`src/rtl/uarx_pkg.sv`:
```
package uarx_pkg;
    localparam int DW = 8;

    typedef enum logic [2:0] {
        ST_IDLE,
        ST_START,
        ST_DATA,
        ST_STOP,
        ST_RELEASE
    } rx_state_t;

    typedef struct packed {
        logic          ferr;
        logic          ninth;
        logic [DW-1:0] data;
    } rx_word_t;
endpackage

```
`src/rtl/uarx_frame.sv`:
```
module uarx_frame
    import uarx_pkg::*;
#(
    parameter int OSR = 16
) (
    input  logic     clk,
    input  logic     rst_n,
    input  logic     tick,
    input  logic     rx,
    input  logic     run,
    input  logic     nine,
    output logic     done,
    output rx_word_t word
);
    localparam int CW = $clog2(OSR);
    localparam int BW = $clog2(DW + 2);
    localparam logic [CW-1:0] C_SA   = CW'(OSR / 2 - 1);
    localparam logic [CW-1:0] C_SB   = CW'(OSR / 2);
    localparam logic [CW-1:0] C_MID  = CW'(OSR / 2 + 1);
    localparam logic [CW-1:0] C_LAST = CW'(OSR - 1);

    rx_state_t     state, nxt;
    logic [CW-1:0] cnt;
    logic [BW-1:0] bit_idx;
    logic          s_a, s_b;
    logic [DW:0]   sh;
    logic          vote, tick_mid, tick_end, last_bit;

    assign vote     = (s_a & s_b) | (s_a & rx) | (s_b & rx);
    assign tick_mid = tick && (cnt == C_MID);
    assign tick_end = tick && (cnt == C_LAST);
    assign last_bit = (bit_idx == (nine ? BW'(DW) : BW'(DW - 1)));

    always_comb begin
        nxt = state;
        unique case (state)
            ST_IDLE:    if (tick && !rx) nxt = ST_START;
            ST_START:   if (tick_mid && vote) nxt = ST_IDLE;
                        else if (tick_end) nxt = ST_DATA;
            ST_DATA:    if (tick_end && last_bit) nxt = ST_STOP;
            ST_STOP:    if (tick_mid) nxt = vote ? ST_IDLE : ST_RELEASE;
            ST_RELEASE: if (rx) nxt = ST_IDLE;
            default:    nxt = ST_IDLE;
        endcase
        if (!run) nxt = ST_IDLE;
    end

    always_ff @(posedge clk or negedge rst_n) begin
        if (!rst_n) state <= ST_IDLE;
        else        state <= nxt;
    end

    always_ff @(posedge clk or negedge rst_n) begin
        if (!rst_n) begin
            cnt     <= '0;
            bit_idx <= '0;
            s_a     <= 1'b1;
            s_b     <= 1'b1;
            sh      <= '0;
            done    <= 1'b0;
            word    <= '0;
        end else begin
            done <= 1'b0;
            if (!run || state == ST_IDLE || state == ST_RELEASE) begin
                cnt     <= '0;
                bit_idx <= '0;
            end else if (tick) begin
                cnt <= tick_end ? '0 : cnt + CW'(1);
                if (cnt == C_SA) s_a <= rx;
                if (cnt == C_SB) s_b <= rx;
                if (state == ST_DATA && tick_mid) sh <= {vote, sh[DW:1]};
                if (state == ST_DATA && tick_end) bit_idx <= bit_idx + BW'(1);
                if (state == ST_STOP && tick_mid) begin
                    done       <= 1'b1;
                    word.ferr  <= ~vote;
                    word.ninth <= nine & sh[DW];
                    word.data  <= nine ? sh[DW-1:0] : sh[DW:1];
                end
            end
        end
    end
endmodule

```
`src/rtl/uarx_fifo.sv`:
```
module uarx_fifo
    import uarx_pkg::*;
#(
    parameter int DEPTH = 2
) (
    input  logic     clk,
    input  logic     rst_n,
    input  logic     push,
    input  rx_word_t wword,
    input  logic     pop,
    output logic     full,
    output logic     empty,
    output rx_word_t head
);
    localparam int PW = (DEPTH > 1) ? $clog2(DEPTH) : 1;
    localparam int NW = $clog2(DEPTH + 1);

    rx_word_t      mem [DEPTH];
    logic [PW-1:0] wptr, rptr;
    logic [NW-1:0] level;

    assign full  = (level == NW'(DEPTH));
    assign empty = (level == '0);
    assign head  = mem[rptr];

    for (genvar i = 0; i < DEPTH; i++) begin : g_slot
        always_ff @(posedge clk or negedge rst_n) begin
            if (!rst_n)                          mem[i] <= '0;
            else if (push && wptr == PW'(i))     mem[i] <= wword;
        end
    end

    always_ff @(posedge clk or negedge rst_n) begin
        if (!rst_n) begin
            wptr  <= '0;
            rptr  <= '0;
            level <= '0;
        end else begin
            if (push) wptr <= (wptr == PW'(DEPTH - 1)) ? '0 : wptr + PW'(1);
            if (pop)  rptr <= (rptr == PW'(DEPTH - 1)) ? '0 : rptr + PW'(1);
            if (push && !pop)      level <= level + NW'(1);
            else if (pop && !push) level <= level - NW'(1);
        end
    end
endmodule

```
`src/rtl/uarx_top.sv`:
```
module uarx_top
    import uarx_pkg::*;
#(
    parameter int OSR   = 16,
    parameter int DEPTH = 2
) (
    input  logic          clk,
    input  logic          rst_n,
    input  logic          baud_tick,
    input  logic          rx_in,
    input  logic          ctrl_we,
    input  logic [3:0]    ctrl_wdata,
    input  logic          data_rd,
    output logic [3:0]    ctrl_q,
    output logic [DW-1:0] rx_data,
    output logic          rx_ninth,
    output logic          err_frame,
    output logic          err_overrun,
    output logic          rx_irq
);
    logic     rx_meta, rx_sync;
    logic     run, done, accept, push, pop, full, empty;
    rx_word_t word, head;

    always_ff @(posedge clk or negedge rst_n) begin
        if (!rst_n) begin
            rx_meta <= 1'b1;
            rx_sync <= 1'b1;
        end else begin
            rx_meta <= rx_in;
            rx_sync <= rx_meta;
        end
    end

    always_ff @(posedge clk or negedge rst_n) begin
        if (!rst_n)       ctrl_q <= '0;
        else if (ctrl_we) ctrl_q <= ctrl_wdata;
    end

    assign run    = ctrl_q[0] & ctrl_q[2];
    assign accept = done && run && !(ctrl_q[1] && ctrl_q[3] && !word.ninth);
    assign push   = accept && !err_overrun && !full;
    assign pop    = data_rd && !empty;

    always_ff @(posedge clk or negedge rst_n) begin
        if (!rst_n)                            err_overrun <= 1'b0;
        else if (!ctrl_q[2])                   err_overrun <= 1'b0;
        else if (accept && full && !err_overrun) err_overrun <= 1'b1;
    end

    uarx_frame #(.OSR(OSR)) u_frame (
        .clk  (clk),
        .rst_n(rst_n),
        .tick (baud_tick),
        .rx   (rx_sync),
        .run  (run),
        .nine (ctrl_q[1]),
        .done (done),
        .word (word)
    );

    uarx_fifo #(.DEPTH(DEPTH)) u_fifo (
        .clk  (clk),
        .rst_n(rst_n),
        .push (push),
        .wword(word),
        .pop  (pop),
        .full (full),
        .empty(empty),
        .head (head)
    );

    assign rx_irq    = !empty;
    assign rx_data   = empty ? '0 : head.data;
    assign rx_ninth  = empty ? 1'b0 : head.ninth;
    assign err_frame = empty ? 1'b0 : head.ferr;
endmodule

```
`config.mk`:
```
export PLATFORM = sky130hd
export DESIGN_NAME = uarx_top
export DESIGN_NICKNAME = d
export VERILOG_FILES = /design/src/rtl/uarx_pkg.sv /design/src/rtl/uarx_frame.sv /design/src/rtl/uarx_fifo.sv /design/src/rtl/uarx_top.sv
export SDC_FILE = /design/constraint.sdc
export NUM_CORES = 1
export LEC_CHECK = 0
export ABC_CLOCK_PERIOD_IN_PS = 3900
export CAP_MARGIN = 10
export CORE_MARGIN = 1.5
export CORE_UTILIZATION = 50
export DETAILED_ROUTE_END_ITERATION = 7
export GPL_ROUTABILITY_DRIVEN = 0
export PLACE_DENSITY = 0.71
export SYNTH_ARGS = -nofsm -noshare
export SYNTH_HDL_FRONTEND = slang
export SYNTH_SLANG_ARGS = --single-unit
```
`constraint.sdc`:
```
create_clock -name clk -period 3.9 [get_ports clk]
set_input_delay 0.39 -clock clk [delete_from_list [all_inputs] [get_ports clk]]
set_output_delay 0.39 -clock clk [all_outputs]
set_load 0.005 [all_outputs]
```
== Word-level counts from Yosys, hierarchy flattened ==
Cells that the tools add are included.

* Bits in registers: 64
* Output and inout bits: 16

* Add/sub/neg operators: 6
* Order comparisons: 1
* Equal/unequal tests: 16
* Mux-type cells: 32
* Bitwise gates (word level): 11
* Reduce and logical (&&, ||, !) cells: 43

{| class="wikitable"
|+ Operators by type and width
! operator !! number
|-
| two-way mux 10 bit || 3
|-
| two-way mux 4 bit || 7
|-
| two-way mux 3 bit || 8
|-
| logical AND 1 bit || 21
|-
| two-way mux 8 bit || 2
|-
| case mux 3 bit (5 select lines) || 1
|-
| == test 4 bit (second input constant) || 3
|-
| AND reduction 3 bit || 4
|-
| zero test 1 bit || 9
|-
| two-way mux 1 bit || 9
|-
| inequality test 3 x 2 -> 1 bit (second input constant) || 3
|-
| adder 4 x 1 -> 4 bit (second input constant) || 2
|-
| == test 3 x 2 -> 1 bit (second input constant) || 2
|-
| nonzero test 2 bit || 3
|-
| AND 1 bit || 5
|-
| AND reduction 5 bit || 1
|-
| == test 4 x 3 -> 1 bit (second input constant) || 1
|-
| == test 4 bit || 1
|-
| two-way mux 2 bit || 2
|-
| inequality test 4 x 2 -> 1 bit (second input constant) || 1
|-
| == test 3 x 1 -> 1 bit (second input constant) || 1
|-
| == test 3 bit (second input constant) || 1
|-
| zero test 3 bit || 1
|-
| inequality test 3 bit (second input constant) || 1
|-
| 12 further kinds || 17
|}

== Logic depth before layout (Yosys ltp) ==
Gate-level depths: netlist (run 1).

* Depth in word-level cells: 10
* Gate-level depth with buffers: 7

== By module ==
Synthesis (run 1) repeated with hierarchy kept, for this count alone.

* Cell total of the unflattened synthesis: 246
* Area, all modules: 3,051.7 µm²

{| class="wikitable"
|+ By module, submodules not included
! module !! times used !! cells each !! area each (µm²) !! seq. area each (µm²)
|-
| uarx_frame || 1 || 147 || 1,616.6 || 828.3
|-
| uarx_fifo || 1 || 68 || 1,081.0 || 600.6
|-
| uarx_top || 1 || 31 || 354.1 || 177.7
|}

== Worst setup path after synthesis (run 1) ==
OpenSTA, ideal clock, no wires.

* Kind: register -> register
* Start: register u_frame.cnt[0]
* End: register u_frame.bit_idx[3]
* Setup time: 0.083 ns
* Data arrival time: 1.774 ns
* Required time: 3.817 ns
* Setup slack: 2.043 ns
* Cell stages (with the launch flop): 7
* Path buffers: 1
* Period minus slack after synthesis: 1.857 ns
* Cell sequence: dfrtp_1 -> ha_1 -> nand4_4 -> or4b_1 -> clkbuf_2 -> or3_1 -> a21oi_1

* Cells in the longest elaborated chain, start to end: 5

{| class="wikitable"
|+ Ends and longest elaborated chain
! what !! RTL line !! source
|-
| from (decl) || uarx_frame.sv:23 || <nowiki>logic [CW-1:0] cnt;</nowiki>
|-
| from (signal assigned) || uarx_frame.sv:68 || <nowiki>cnt <= tick_end ? '0 : cnt + CW'(1);</nowiki>
|-
| == test 4 bit || uarx_frame.sv:31 || <nowiki>assign tick_end = tick && (cnt == C_LAST);</nowiki>
|-
| logical AND 1 bit || uarx_frame.sv:31 ||
|-
| logical AND 1 bit || uarx_frame.sv:72 || <nowiki>if (state == ST_DATA && tick_end) bit_idx <= bit_idx + BW'(1);</nowiki>
|-
| nonzero test 2 bit (no source line) || n/a ||
|-
| AND reduction 2 bit (no source line) || n/a ||
|-
| to (signal assigned) || uarx_frame.sv:72 ||
|-
| to (decl) || uarx_frame.sv:24 || <nowiki>logic [BW-1:0] bit_idx;</nowiki>
|}

Every way passes these cells.
A chain may end at the register's enable or synchronous reset.

== Worst setup path after layout (run 1) ==
* Start: register u_fifo.level[0]
* End: output port rx_data[0]

* Cells in the longest elaborated chain, start to end: 2

{| class="wikitable"
|+ Ends and longest elaborated chain
! what !! RTL line !! source
|-
| from (decl) || uarx_fifo.sv:20 || <nowiki>logic [NW-1:0] level;</nowiki>
|-
| from (signal assigned) || uarx_fifo.sv:41 || <nowiki>if (push && !pop) level <= level + NW'(1);</nowiki>
|-
| from (signal assigned) || uarx_fifo.sv:42 || <nowiki>else if (pop && !push) level <= level - NW'(1);</nowiki>
|-
| zero test 2 bit || uarx_fifo.sv:23 || <nowiki>assign empty = (level == '0);</nowiki>
|-
| two-way mux 8 bit || uarx_top.sv:74 || <nowiki>assign rx_data = empty ? '0 : head.data;</nowiki>
|-
| to (decl) || uarx_top.sv:15 || <nowiki>output logic [DW-1:0] rx_data,</nowiki>
|}

Every way passes these cells.

==> results of run 1 <==
## where the power goes
part / switching (mW) / internal, mW
Combinational: 0.0290 / 0.0320
Clock: 0.236 / 0.237
Sequential: 0.0163 / 0.673
## worst max path at each step
stage,slack (ps),cells after the start,start,end
after floorplan,2040,6,u_frame.cnt[0]$_DFFE_PN0P_,u_frame.bit_idx[3]$_DFFE_PN0P_
after global placement,1530,5,baud_tick,u_frame.bit_idx[3]$_DFFE_PN0P_
after detailed placement,1480,5,baud_tick,u_frame.bit_idx[3]$_DFFE_PN0P_
after CTS,1520,3,u_fifo.level[0]$_DFFE_PN0P_,rx_data[0]
after global routing,1420,5,ctrl_q[2]$_DFFE_PN0P_,u_frame.word[7]$_DFFE_PN0P_
final,1560,3,u_fifo.level[0]$_DFFE_PN0P_,rx_data[0]
## through the flow
| stage | hold WS (ps) | instances |
|---|---|---|
| 6_report | 153 | 346 |
| 2_1_floorplan | 94.4 | 243 |
| 3_3_place_gp | 348 | 332 |
| 5_1_grt | 219 | 346 |
| 3_5_place_dp | 349 | 332 |
| 4_1_cts | 170 | 346 |
## worst max-delay path: stages, from the launching register on
cell and delay [ps]:
dfrtp_1 430, nor2_1 580, nor2_1 130, clkdlybuf4s50_1 470
## flip-flops by register name, summed over array words and instances, names as in the netlist, 2 cells and up
signal,count
u_frame.word,10
u_fifo.level,2
u_frame.sh,9
u_frame.cnt,4
ctrl_q,4
u_frame.state,3
u_frame.bit_idx,4
u_fifo.mem,20
## routing by layer
layer  global-route usage (%)  routed length, um  vias to the layer above
met5                        0                  0                        -
met4                     11.6                125                        0
met3                     3.77                142                       12
met2                     26.6               2130                       26
met1                     23.3               2340                      881
li1                         -                  -                      908
## synth_stat cells, types with 2 or more instances
| library cell | count |
|---|---|
| mux2_2 | 37 |
| inv_1 | 5 |
| ha_1 | 5 |
| a21oi_1 | 3 |
| nand2_1 | 24 |
| nor4b_1 | 2 |
| dfrtp_1 | 60 |
| xor2_1 | 5 |
| buf_1 | 2 |
| nor2b_1 | 2 |
| mux2i_1 | 20 |
| dfstp_2 | 4 |
| nand3_1 | 4 |
| nor2_1 | 23 |
| nor3_1 | 2 |
| xnor2_1 | 3 |
| clkbuf_1 | 4 |
| o21ai_0 | 14 |
## kinds of logic after synthesis
group,share of synthesized area [%]
AND/OR/NAND/NOR,11.8
adder cells (fa/ha/maj),2.47
multiplexers,21.0
AO/OA/AOI/OAI,5.15
flip-flops,54.6
XOR/XNOR,2.38
buffers and inverters,2.68
## cell type report
class	count	area [um^2]
Clock inverter	4	22.5
Inverter	5	18.8
Timing Repair Buffer	27	260
Clock buffer	10	138
Multi-Input combinational cell	164	1260
Tap cell	72	90.1
Sequential cell	64	1610
Fill cell	467	2210
==> impl_metrics.ini, run 1 <==
[timing]
tightestPinTransition_ps = 830
final_hold_viol_count = 0
max_freq_ghz = 0.427
setup_ws_ps = 1560
slew_headroom_pct = 44.6
tns_ps = 0
fin_skew_ps = 7.47
setup_viol = 0
min_period_ps = 2340
drv_slew = 0
fin_crit_sh_pct = 60.1
grt_setup_unrepaired = false

[critical_path]
cp-end-kind = output pin
r2r-end = u_fifo.mem[19]$_DFFE_PN0P_
path_max_fanout = 11
crit_type = flop to output pin
rr_worst_depth = 4
r2r_slack_ps = 1690
worstPathArrival_ps = 1950
start_kind = flop
r2r_start = ctrl_q[1]$_DFFE_PN0P_
required_ps = 3510

[synthesis]
synth-edff-count = 0
netlist.area_leader.share_pct = 51.0
syn_nets = 258
synth-async-reset-ratio_pct = 100
ys_top_cells_by_area = dfrtp_1 (51%), mux2_2 (14%), mux2i_1 (6.8%)
synthFlopType = dfrtp_1
synth_top_cell_by_area = dfrtp_1
synth_seq_cells = 64
synth_cell_types = 42
synth.avg_cell_area_um2 = 12.1
synth_cells = 243
yosys_warnings = 0
syn_area_um2 = 2940
seq_area_frac_synth_pct = 54.6

[placed_design]
placed_cell_area_um2 = 3230
post-place-ws_ps = 1480
hpwl_mm = 3.29
port_buffers = 25

[clock_tree]
cts_tree = done
h-tree-depth = 3
clkSlewWorstSetupHoldPaths_ps = 70
ctsHoldBuffers = 0
cts-root-buf = clkbuf_8
ctsLongestPathBuffers = 2
cts_made_buffers = 9
cts_setup_buffers = 0
clock_latency_ps = 330
cts_resized = 0
clock_sinks = 64

[route]
first_iter_violations = 60
vias = 1827
routed_wl_mm = 4.74
drt-vias-per-instance = 5.28
drc_errors = 0
drt-pass1-iter-count = 4
avgRoutedWirePerCell_um = 13.7
postRouteAntennaNets = 0

[cells_and_area]
nNetsFinal = 286
postLayoutCoreUtil_pct = 60.5
most-common-layout-cells = dfrtp_1 (60), mux2_2 (37), nand2_1 (24), clkdlybuf4s50_1 (24), nor2_1 (23)
layout-area-overhead-vs-synth_pct = 15.3
antenna_cells = 0
drive_gt1_share_pct = 23.0
fin_area_um2 = 3390
mostFrequentLayoutCell = dfrtp_1

[job]
cap_viol_max_count = 0

[power]
irDropWorstVdd_v = 0.000196
p_total_mw = 1.22
power_leakage_nw = 1.54
power.density_nw_per_um2 = 361

[grt]
grt_first_pass_wirelength_mm = 8.49
antenna_found_initial = 0
grt_pass1_vias = 1795
grt_max_degree = 38
track_usage_pct = 17.8
grt-ovfl-total = 0

[die]
rows = 27
pin_count = 26
die_area_um2 = 6350
die_h_um = 79.7
die_w_um = 79.7
start_util_pct = 52.5
core_um2 = 5610

[worst_hold_path]
hold_class = primary input to asynchronous set/reset pin

[outcome]
outcome = finished, final reports clean
(Power assumes the default switching activity.)
==> run 2: changes to the inputs <==
ABC_CLOCK_PERIOD_IN_PS = 2270   (was 3900)
clock period = 2.27 ns   (was 3.9 ns; I/O delays follow)
==> run 2 against run 1 <==
Net effect:
- sequential power increased by 71%
- critical path depth rose by 2
- flip-flop and latch count unchanged
- core utilization increased by 1.6 points
- via count increased by 1.1%
- clock power grew 71%
- combinational power up 98%
- register-to-register slack worse by 1400 ps
- global-route usage barely moved
- cell area increased by 2.7%
- largest power group unchanged
==> impl_metrics.ini, run 2 (same netlist as run 1, synthesis figures left out) <==
[timing]
final_hold_viol_count = 0
slew_headroom_pct = 66.1
tightestPinTransition_ps = 501
min_period_ps = 2000
max_freq_ghz = 0.500
fin_crit_sh_pct = 88.1
fin_skew_ps = 13.0
drv_slew = 0
tns_ps = 0
grt_setup_unrepaired = false
setup_viol = 0

[cells_and_area]
top_register = u_fifo.mem
postLayoutCoreUtil_pct = 62.1
reg_top3 = u_fifo.mem: 20 flops, u_frame.word: 10 flops, u_frame.sh: 9 flops
nNetsFinal = 296
fin_area_um2 = 3480
layout-area-overhead-vs-synth_pct = 18.4
largest_reg_flops = 20
most-common-layout-cells = dfrtp_1 (60), mux2_2 (37), nand2_1 (24), clkdlybuf4s50_1 (24), nor2_1 (23)
mostFrequentLayoutCell = dfrtp_1
stdcell_count = 357
drive_gt1_share_pct = 25.6
nFillCells = 466
antenna_cells = 0

[critical_path]
crit_type = flop to flop
cp-end-kind = flop
required_ps = 2530
start_kind = flop
path_max_fanout = 5
worstPathArrival_ps = 2260

[route]
drt-vias-per-instance = 5.17
postRouteAntennaNets = 0
routed_wl_mm = 4.73
first_iter_violations = 103
drt-pass1-iter-count = 4
avgRoutedWirePerCell_um = 13.2
vias = 1847
drc_errors = 0

[clock_tree]
ctsLongestPathBuffers = 2
cts-root-buf = clkbuf_8
clock_latency_ps = 330
h-tree-depth = 3
cts_made_buffers = 9
clock_sinks = 64
clkSlewWorstSetupHoldPaths_ps = 70
cts_tree = done

[die]
start_util_pct = 52.5
pin_count = 26
die_h_um = 79.7
rows = 27
core_um2 = 5610
die_area_um2 = 6350
die_w_um = 79.7

[outcome]
outcome = finished, final reports clean

[power]
irDropWorstVdd_v = 0.000360
power.density_nw_per_um2 = 605
power_leakage_nw = 1.60

[grt]
met3_usage_pct = 5.49
track_usage_pct = 17.8
antenna_found_initial = 0
grt_first_pass_wirelength_mm = 8.45
grt.met2_usage_pct = 28.2
busiest_layer = met2
grt_max_degree = 65
grt_pass1_vias = 1908
grt.met1_usage_pct = 22.0
grt-ovfl-total = 0

[placed_design]
hpwl_mm = 3.27
placedCellCount = 341
port_buffers = 25
placed_cell_area_um2 = 3310

[worst_hold_path]
hold_class = primary input to flop

[job]
cap_viol_max_count = 0
## run 2: cell types whose count changed in the layout (fill, tap and decap cells not counted)
cell | previous run | this run
clkinv_4 | 0 | 2
clkinv_2 | 3 | 4
clkbuf_8 | 10 | 9
buf_4 | 2 | 10
clkinvlp_4 | 1 | 0
dlygate4sd3_1 | 0 | 1
buf_12 | 0 | 1
## run 2: metrics by stage
stage	hold slack, ps	setup WS (ps)	total power, mW
global route	281	135	2.20
finish	301	270	2.11
floorplan	-68.6	413	1.25
global placement	265	220	1.32
CTS	285	273	2.14
detailed placement	266	175	1.32
## run 2: worst max-delay path, stage by stage, from the launching register on
cell and delay (ps):
dfrtp_1 400, ha_1 280, nand4_4 130, or4b_1 600, or3_1 380, a21oi_1 140
## run 2: area by class of cell
cell class                 count  area [um^2]  share of cell area (%)
sequential                    64         1610                    46.1
multi-input combinational    164         1260                    36.1
timing repair buffer          37          350                    10.1
clock buffer                   9          124                    3.55
tap                           72         90.1                    2.59
clock inverter                 6         37.5                    1.08
inverter                       5         18.8                   0.539
## run 2: path summary, 6_finish.rpt
check	from	endpoint	slack, ps	cells past startpoint
hold reg to reg	rx_meta$_DFF_PN1_	rx_sync$_DFF_PN1_	360	0
setup / recovery	u_frame.cnt[1]$_DFFE_PN0P_	u_frame.bit_idx[3]$_DFFE_PN0P_	270	5
hold / removal	rx_in	rx_meta$_DFF_PN1_	300	1
setup reg to reg	u_frame.cnt[1]$_DFFE_PN0P_	u_frame.bit_idx[3]$_DFFE_PN0P_	270	5
min in group asynchronous	rst_n	u_fifo.wptr$_DFFE_PN0P_	430	3
max in group asynchronous	rst_n	u_frame.s_a$_DFFE_PN1P_	1520	3
## run 2: where the power goes
group          switching, mW  internal, mW
combinational         0.0579        0.0627
clock                  0.425         0.385
sequential            0.0201          1.16
## run 2: timing repair
action                                 CTS  global route
setup buffers                            0             0
endpoints found under the hold margin   60             0
resized for setup                        0             0
hold buffers                             1             0
## run 2: routing by layer
layer | up-vias | part of all wire, %
met5 | - | 0
met4 | 0 | 2.1
met3 | 9 | 3.0
met2 | 25 | 46
met1 | 883 | 49
li1 | 930 | -
